`config.mk`:
```
export PLATFORM = sky130hd
export DESIGN_NAME = scan_obs_tree
export DESIGN_NICKNAME = d
export VERILOG_FILES = /design/src/rtl/scan_tree_pkg.sv /design/src/rtl/scan_macrocell.sv /design/src/rtl/scan_tree_level.sv /design/src/rtl/scan_obs_tree.sv
export SDC_FILE = /design/constraint.sdc
export NUM_CORES = 1
export LEC_CHECK = 0
export BUFFER_PORTS_ARGS = -buffer_cell sky130_fd_sc_hd__buf_2
export CORE_MARGIN = 5
export CORE_UTILIZATION = 47
export DETAILED_ROUTE_END_ITERATION = 6
export GPL_TIMING_DRIVEN = 0
export PLACE_DENSITY = 0.81
export SLEW_MARGIN = 10
export SYNTH_ARGS = -nofsm -noshare
export SYNTH_HDL_FRONTEND = slang
export SYNTH_SLANG_ARGS = --single-unit
```
`constraint.sdc`:
```
create_clock -name clk -period 2.3 [get_ports clk]
set_clock_uncertainty 0.2 [all_clocks]
set_input_delay 0.46 -clock clk [delete_from_list [all_inputs] [get_ports clk]]
set_output_delay 0.46 -clock clk [all_outputs]
set_load 0.02 [all_outputs]
```
`src/rtl/scan_tree_pkg.sv`:
```
package scan_tree_pkg;

  function automatic int unsigned cells_for(input int unsigned levels);
    return 1 << (2 * levels);
  endfunction

  // bit offset where the nodes of tree level k begin in the flat node vector
  function automatic int unsigned level_base(input int unsigned levels,
                                             input int unsigned k);
    int unsigned acc;
    acc = 0;
    for (int unsigned j = 0; j < k; j++) acc += cells_for(levels) >> (2 * j);
    return acc;
  endfunction

  function automatic int unsigned node_bits(input int unsigned levels);
    return level_base(levels, levels) + 1;
  endfunction

  // data of the lowest-indexed child whose select is high, 0 when none is
  function automatic logic pick_lowest(input logic [3:0] dat,
                                       input logic [3:0] sel);
    logic r;
    r = 1'b0;
    for (int i = 3; i >= 0; i--) if (sel[i]) r = dat[i];
    return r;
  endfunction

  function automatic logic many_set(input logic [3:0] sel);
    return $countones(sel) > 1;
  endfunction

endpackage

```
`src/rtl/scan_macrocell.sv`:
```
module scan_macrocell #(
  parameter bit REGD = 1'b0
) (
  input  logic       clk,
  input  logic       rst_n,
  input  logic [3:0] d_in,
  input  logic [3:0] c_in,
  output logic       d_out,
  output logic       c_out,
  output logic       multi
);
  import scan_tree_pkg::*;

  logic d_comb;
  logic c_comb;

  assign d_comb = pick_lowest(d_in, c_in);
  assign c_comb = |c_in;
  assign multi  = many_set(c_in);

  generate
    if (REGD) begin : g_reg
      always_ff @(posedge clk) begin
        if (!rst_n) begin
          d_out <= 1'b0;
          c_out <= 1'b0;
        end else begin
          d_out <= d_comb;
          c_out <= c_comb;
        end
      end
    end else begin : g_comb
      assign d_out = d_comb;
      assign c_out = c_comb;
    end
  endgenerate

  AST_IDLE_QUIET: assert property (@(posedge clk) disable iff (!rst_n)
    (c_in == 4'b0) |-> (d_comb == 1'b0));
  AST_ONE_PASS: assert property (@(posedge clk) disable iff (!rst_n)
    $onehot(c_in) |-> (d_comb == |(d_in & c_in)));

endmodule

```
`src/rtl/scan_tree_level.sv`:
```
module scan_tree_level #(
  parameter int unsigned IN_W = 16,
  parameter bit          REGD = 1'b0,
  localparam int unsigned OUT_W = IN_W / 4
) (
  input  logic             clk,
  input  logic             rst_n,
  input  logic [IN_W-1:0]  d_in,
  input  logic [IN_W-1:0]  c_in,
  output logic [OUT_W-1:0] d_out,
  output logic [OUT_W-1:0] c_out,
  output logic             multi_any
);
  logic [OUT_W-1:0] multi_vec;

  for (genvar g = 0; g < OUT_W; g++) begin : g_cell
    scan_macrocell #(.REGD(REGD)) u_mc (
      .clk   (clk),
      .rst_n (rst_n),
      .d_in  (d_in[4*g +: 4]),
      .c_in  (c_in[4*g +: 4]),
      .d_out (d_out[g]),
      .c_out (c_out[g]),
      .multi (multi_vec[g])
    );
  end

  assign multi_any = |multi_vec;

endmodule

```
`src/rtl/scan_obs_tree.sv`:
```
module scan_obs_tree #(
  parameter int unsigned          LEVELS   = 3,
  parameter logic [LEVELS-1:0]    REG_MASK = 3'b101,
  localparam int unsigned N_CELLS = scan_tree_pkg::cells_for(LEVELS),
  localparam int unsigned N_NODES = scan_tree_pkg::node_bits(LEVELS)
) (
  input  logic               clk,
  input  logic               rst_n,
  input  logic [N_CELLS-1:0] cell_data,
  input  logic [N_CELLS-1:0] cell_sel,
  output logic               scan_out,
  output logic               scan_valid,
  output logic               multi_err
);
  import scan_tree_pkg::*;

  logic [N_NODES-1:0] node_d;
  logic [N_NODES-1:0] node_c;
  logic [LEVELS-1:0]  lvl_multi;
  logic               any_multi;
  logic               err_q;

  assign node_d[N_CELLS-1:0] = cell_data;
  assign node_c[N_CELLS-1:0] = cell_sel;

  for (genvar k = 0; k < LEVELS; k++) begin : g_lvl
    localparam int unsigned IW  = N_CELLS >> (2 * k);
    localparam int unsigned IB  = level_base(LEVELS, k);
    localparam int unsigned OB  = level_base(LEVELS, k + 1);
    scan_tree_level #(.IN_W(IW), .REGD(REG_MASK[k])) u_level (
      .clk       (clk),
      .rst_n     (rst_n),
      .d_in      (node_d[IB +: IW]),
      .c_in      (node_c[IB +: IW]),
      .d_out     (node_d[OB +: IW/4]),
      .c_out     (node_c[OB +: IW/4]),
      .multi_any (lvl_multi[k])
    );
  end

  assign any_multi = |lvl_multi;

  always_ff @(posedge clk) begin
    if (!rst_n) err_q <= 1'b0;
    else        err_q <= err_q | any_multi;
  end

  assign scan_out   = node_d[N_NODES-1];
  assign scan_valid = node_c[N_NODES-1];
  assign multi_err  = err_q;

  AST_OUT_GATED: assert property (@(posedge clk) disable iff (!rst_n)
    scan_out |-> scan_valid);
  AST_ERR_RAISE: assert property (@(posedge clk) disable iff (!rst_n)
    any_multi |=> multi_err);
  AST_ERR_HOLD: assert property (@(posedge clk) disable iff (!rst_n)
    multi_err |=> multi_err);

endmodule

```
==> summary.md <==
| Metric | Value |
|---|---|
| Status | `complete, no violations` |
| Peak Freq | `451.3 MHz` |
| GRT Max-Usage Layer | `met2` |
| Ys flop type | `dfxtp_1` |
| Number of routed nets with antenna violations | `0` |
| Die Wd | `86.27 µm` |
| Cell taking the most area after synthesis | `dfxtp_1` |
| CP startpoint | `g_lvl[0].u_level.g_cell[14].u_mc.c_out` |
| Worst min path class | `in2reg` |
| Worst Slack Setup Final | `0.08397 ns` |
| Die height | `86.27 µm` |
| GRT Util Overall | `0.1980` |
| Rows | `27` |
| Crit share post-route | `0.9635` |
| First-pass GRT wire length | `12,080 µm` |
| Final Critical Period | `2.216 ns` |
| # hold bufs at CTS | `0` |
| Routed via count | `2,765` |
| Mapped Cells | `348` |
| DP Wirelength | `6302 µm` |
| Syn Area/Cell | `7.856 µm²` |
| CTS clk-pin slew, worst paths | `0.07 ns` |
| Warnings from Yosys | `0` |
| R2R Path Start | `g_lvl[0].u_level.g_cell[14].u_mc.c_out` |
| Synth top area share | `0.2563` |
| Grt ovf | `0` |
| Skew-Pair Late Insertion Delay | `0.28 ns` |
| Yosys cell types | `29` |
| Crit-path max FO | `3` |
| Die area | `7442 µm²` |
| Syn_nets | `520` |
| Clock root cell | `clkbuf_8` |
| Hold path start | `cell_sel[54]` |
| CP Launch Type | `flop` |
| Yosys reg bits | `35` |
| Antenna diodes | `0` |
| Slew headroom | `0.6127` |
| Number of I/O pins | `133` |
| Pleak | `1.933 nW` |
| Setup crit end kind | `flop` |
| Max Slew Vio Count | `0` |
| Crit path kind | `reg2reg` |
| Port Buffers | `131` |
| Routed len/inst | `13.09 µm` |
| Netlist Area Pre-Place | `2734 µm²` |
| H-tree Lvls | `2` |
| Layout cells sized above 1 | `0.3060` |
| Drt pass-1 iters | `4` |
| Worst vdd ir | `313.7 µV` |
| Slowest CP cell | `fa_1` |
| Dpl ws | `0.09547 ns` |
| Core Region | `5574 µm²` |
| Final setup fails | `0` |
| GR Util met1 | `0.2423` |
| Number of flops mapped to enable cells by yosys | `0` |
| Num CTS Buffers | `5` |
| Iteration-0 DRC Markers | `134` |
| Sink Count | `35` |
| Cell repeated most along the worst path | `inv_2` |
| Area Growth Syn to Fin | `31.26%` |
| # DRC | `0` |
| Crit path required time | `2.23 ns` |
| Most frequent cell after synthesis | `inv_1` |
| Top cells by area, synth | `dfxtp_1, fa_1, inv_1` |
| GP Congestion | `0.8268` |
| Initial core utilization | `0.4905` |
| Initial antenna violation count | `0` |
| Max_cap viols | `0` |
| M3 GR Usage | `0.03042` |
| Sequential area share after synthesis | `0.2563` |
| Crit-path cells | `inv_2 -> ha_1 -> and3_4 -> inv_2 -> fa_1 -> nor2_1 -> nand3_1 -> nor4_2 -> and3_1 -> a31oi_1` |
| Tightest Pin Transition | `0.5809 ns` |
| Via/cell ratio | `4.946` |
| Post-Route WL | `7317 µm` |
| Filler cells | `512` |
| CP arrival | `2.15 ns` |
| Vias in the first global route | `2,950` |
| Sum Neg Setup Slack | `0 ns` |
| Maximum number of pins on one net before global-route repair | `11` |
| M2 GR Usage | `0.3630` |
| CP max stage delay | `0.41 ns` |
| Power Density | `438.0 nW/µm²` |
| Final core area utilization | `0.6438` |
| TritonCTS clock tree | `done` |
| Asr flop ratio synth | `0` |
| Clock buffer depth | `2` |
| Fin. Hold Viols | `0` |
| Synth top cells by count | `inv_1, nand2_1, dfxtp_1, a21oi_1, o21ai_0` |
| Final layout net count | `658` |
critical path: cells and delay by family, from the launching register on:
family | cells | cell delay, ns
buffers and inverters | 2 | 0.13
flip-flops | 1 | 0.32
adder cells (fa/ha/maj) | 2 | 0.55
AO/OA/AOI/OAI | 1 | 0.09
AND/OR/NAND/NOR | 5 | 0.79
flip-flops by register name, indices dropped and copies added, names as in the netlist:
| register | count |
|---|---|
| multi_err | 1 |
| g_lvl.u_level.g_cell.u_mc.c_out | 17 |
| g_lvl.u_level.g_cell.u_mc.d_out | 17 |
worst paths after layout:
| check | endpoint | slack [ns] | cells past startpoint |
|---|---|---|---|
| max | multi_err | 0.08 | 10 |
| min | g_lvl[0].u_level.g_cell[13].u_mc.c_out | 0.28 | 3 |
| max reg2reg | multi_err | 0.08 | 10 |
| min reg2reg | g_lvl[2].u_level.g_cell[0].u_mc.d_out | 0.35 | 2 |
power by group:
part	switching, W	internal [W]
Combinational	0.000228	0.000204
Sequential	0.0000190	0.000646
Clock	0.000201	0.000273
Total	0.000448	0.00112
timing repair:
action,in CTS,in global routing
setup endpoints to repair,0,1
buffers inserted,0,0
endpoints found under the hold margin,0,0
resized for setup,0,4
layer usage:
layer / vias to the layer above / wire length, µm
met4: 0 / 103
li1: 1408 / -
met1: 1242 / 2968
met5: - / 0
met3: 10 / 554
met2: 105 / 3691
kinds of logic after synthesis:
logic type	Yosys count	share of synthesized area
AND/OR/NAND/NOR	93	0.1808
AO/OA/AOI/OAI	92	0.1945
buffers and inverters	86	0.1185
adder cells (fa/ha/maj)	42	0.2499
flip-flops	35	0.2563
layout by cell type, fill, tap and decap left out, types with 2 or more instances in the layout:
master and count:
buf_2 131, inv_1 77, nand2_1 41, dfxtp_1 35, a21oi_1 34, o21ai_0 22, fa_1 21, ha_1 21
a31oi_1 18, and2_1 16, nand3b_1 16, o22ai_1 10, clkbuf_8 7, inv_2 6, nand4_1 4, nor2_1 3
nor4_1 3, clkbuf_1 3, nand2b_1 2, o211ai_1 2, nand3_1 2, and3_1 2
per-stage QoR:
step	cells	power (W)	hold WS (ns)	area (µm²)
after floorplan	348	0.0008999	0.2659	2734
after global placement	551	0.001088	0.3225	3480
after detailed placement	551	0.001108	0.3212	3480
after CTS	559	0.001581	0.2744	3580
after global routing	559	0.001673	0.2843	3588
final	559	0.001572	0.2782	3588
final cells by class:
| cell class | count | area, µm² | share of cell area |
|---|---|---|---|
| buffer | 3 | 12.51 | 0.003487 |
| inverter | 83 | 311.5 | 0.08682 |
| timing repair buffer | 131 | 655.6 | 0.1827 |
| sequential | 35 | 700.7 | 0.1953 |
| tap | 72 | 90.09 | 0.02510 |
| multi-input combinational | 227 | 1718 | 0.4787 |
| clock buffer | 8 | 100.1 | 0.02789 |
(Power assumes the default switching activity.)
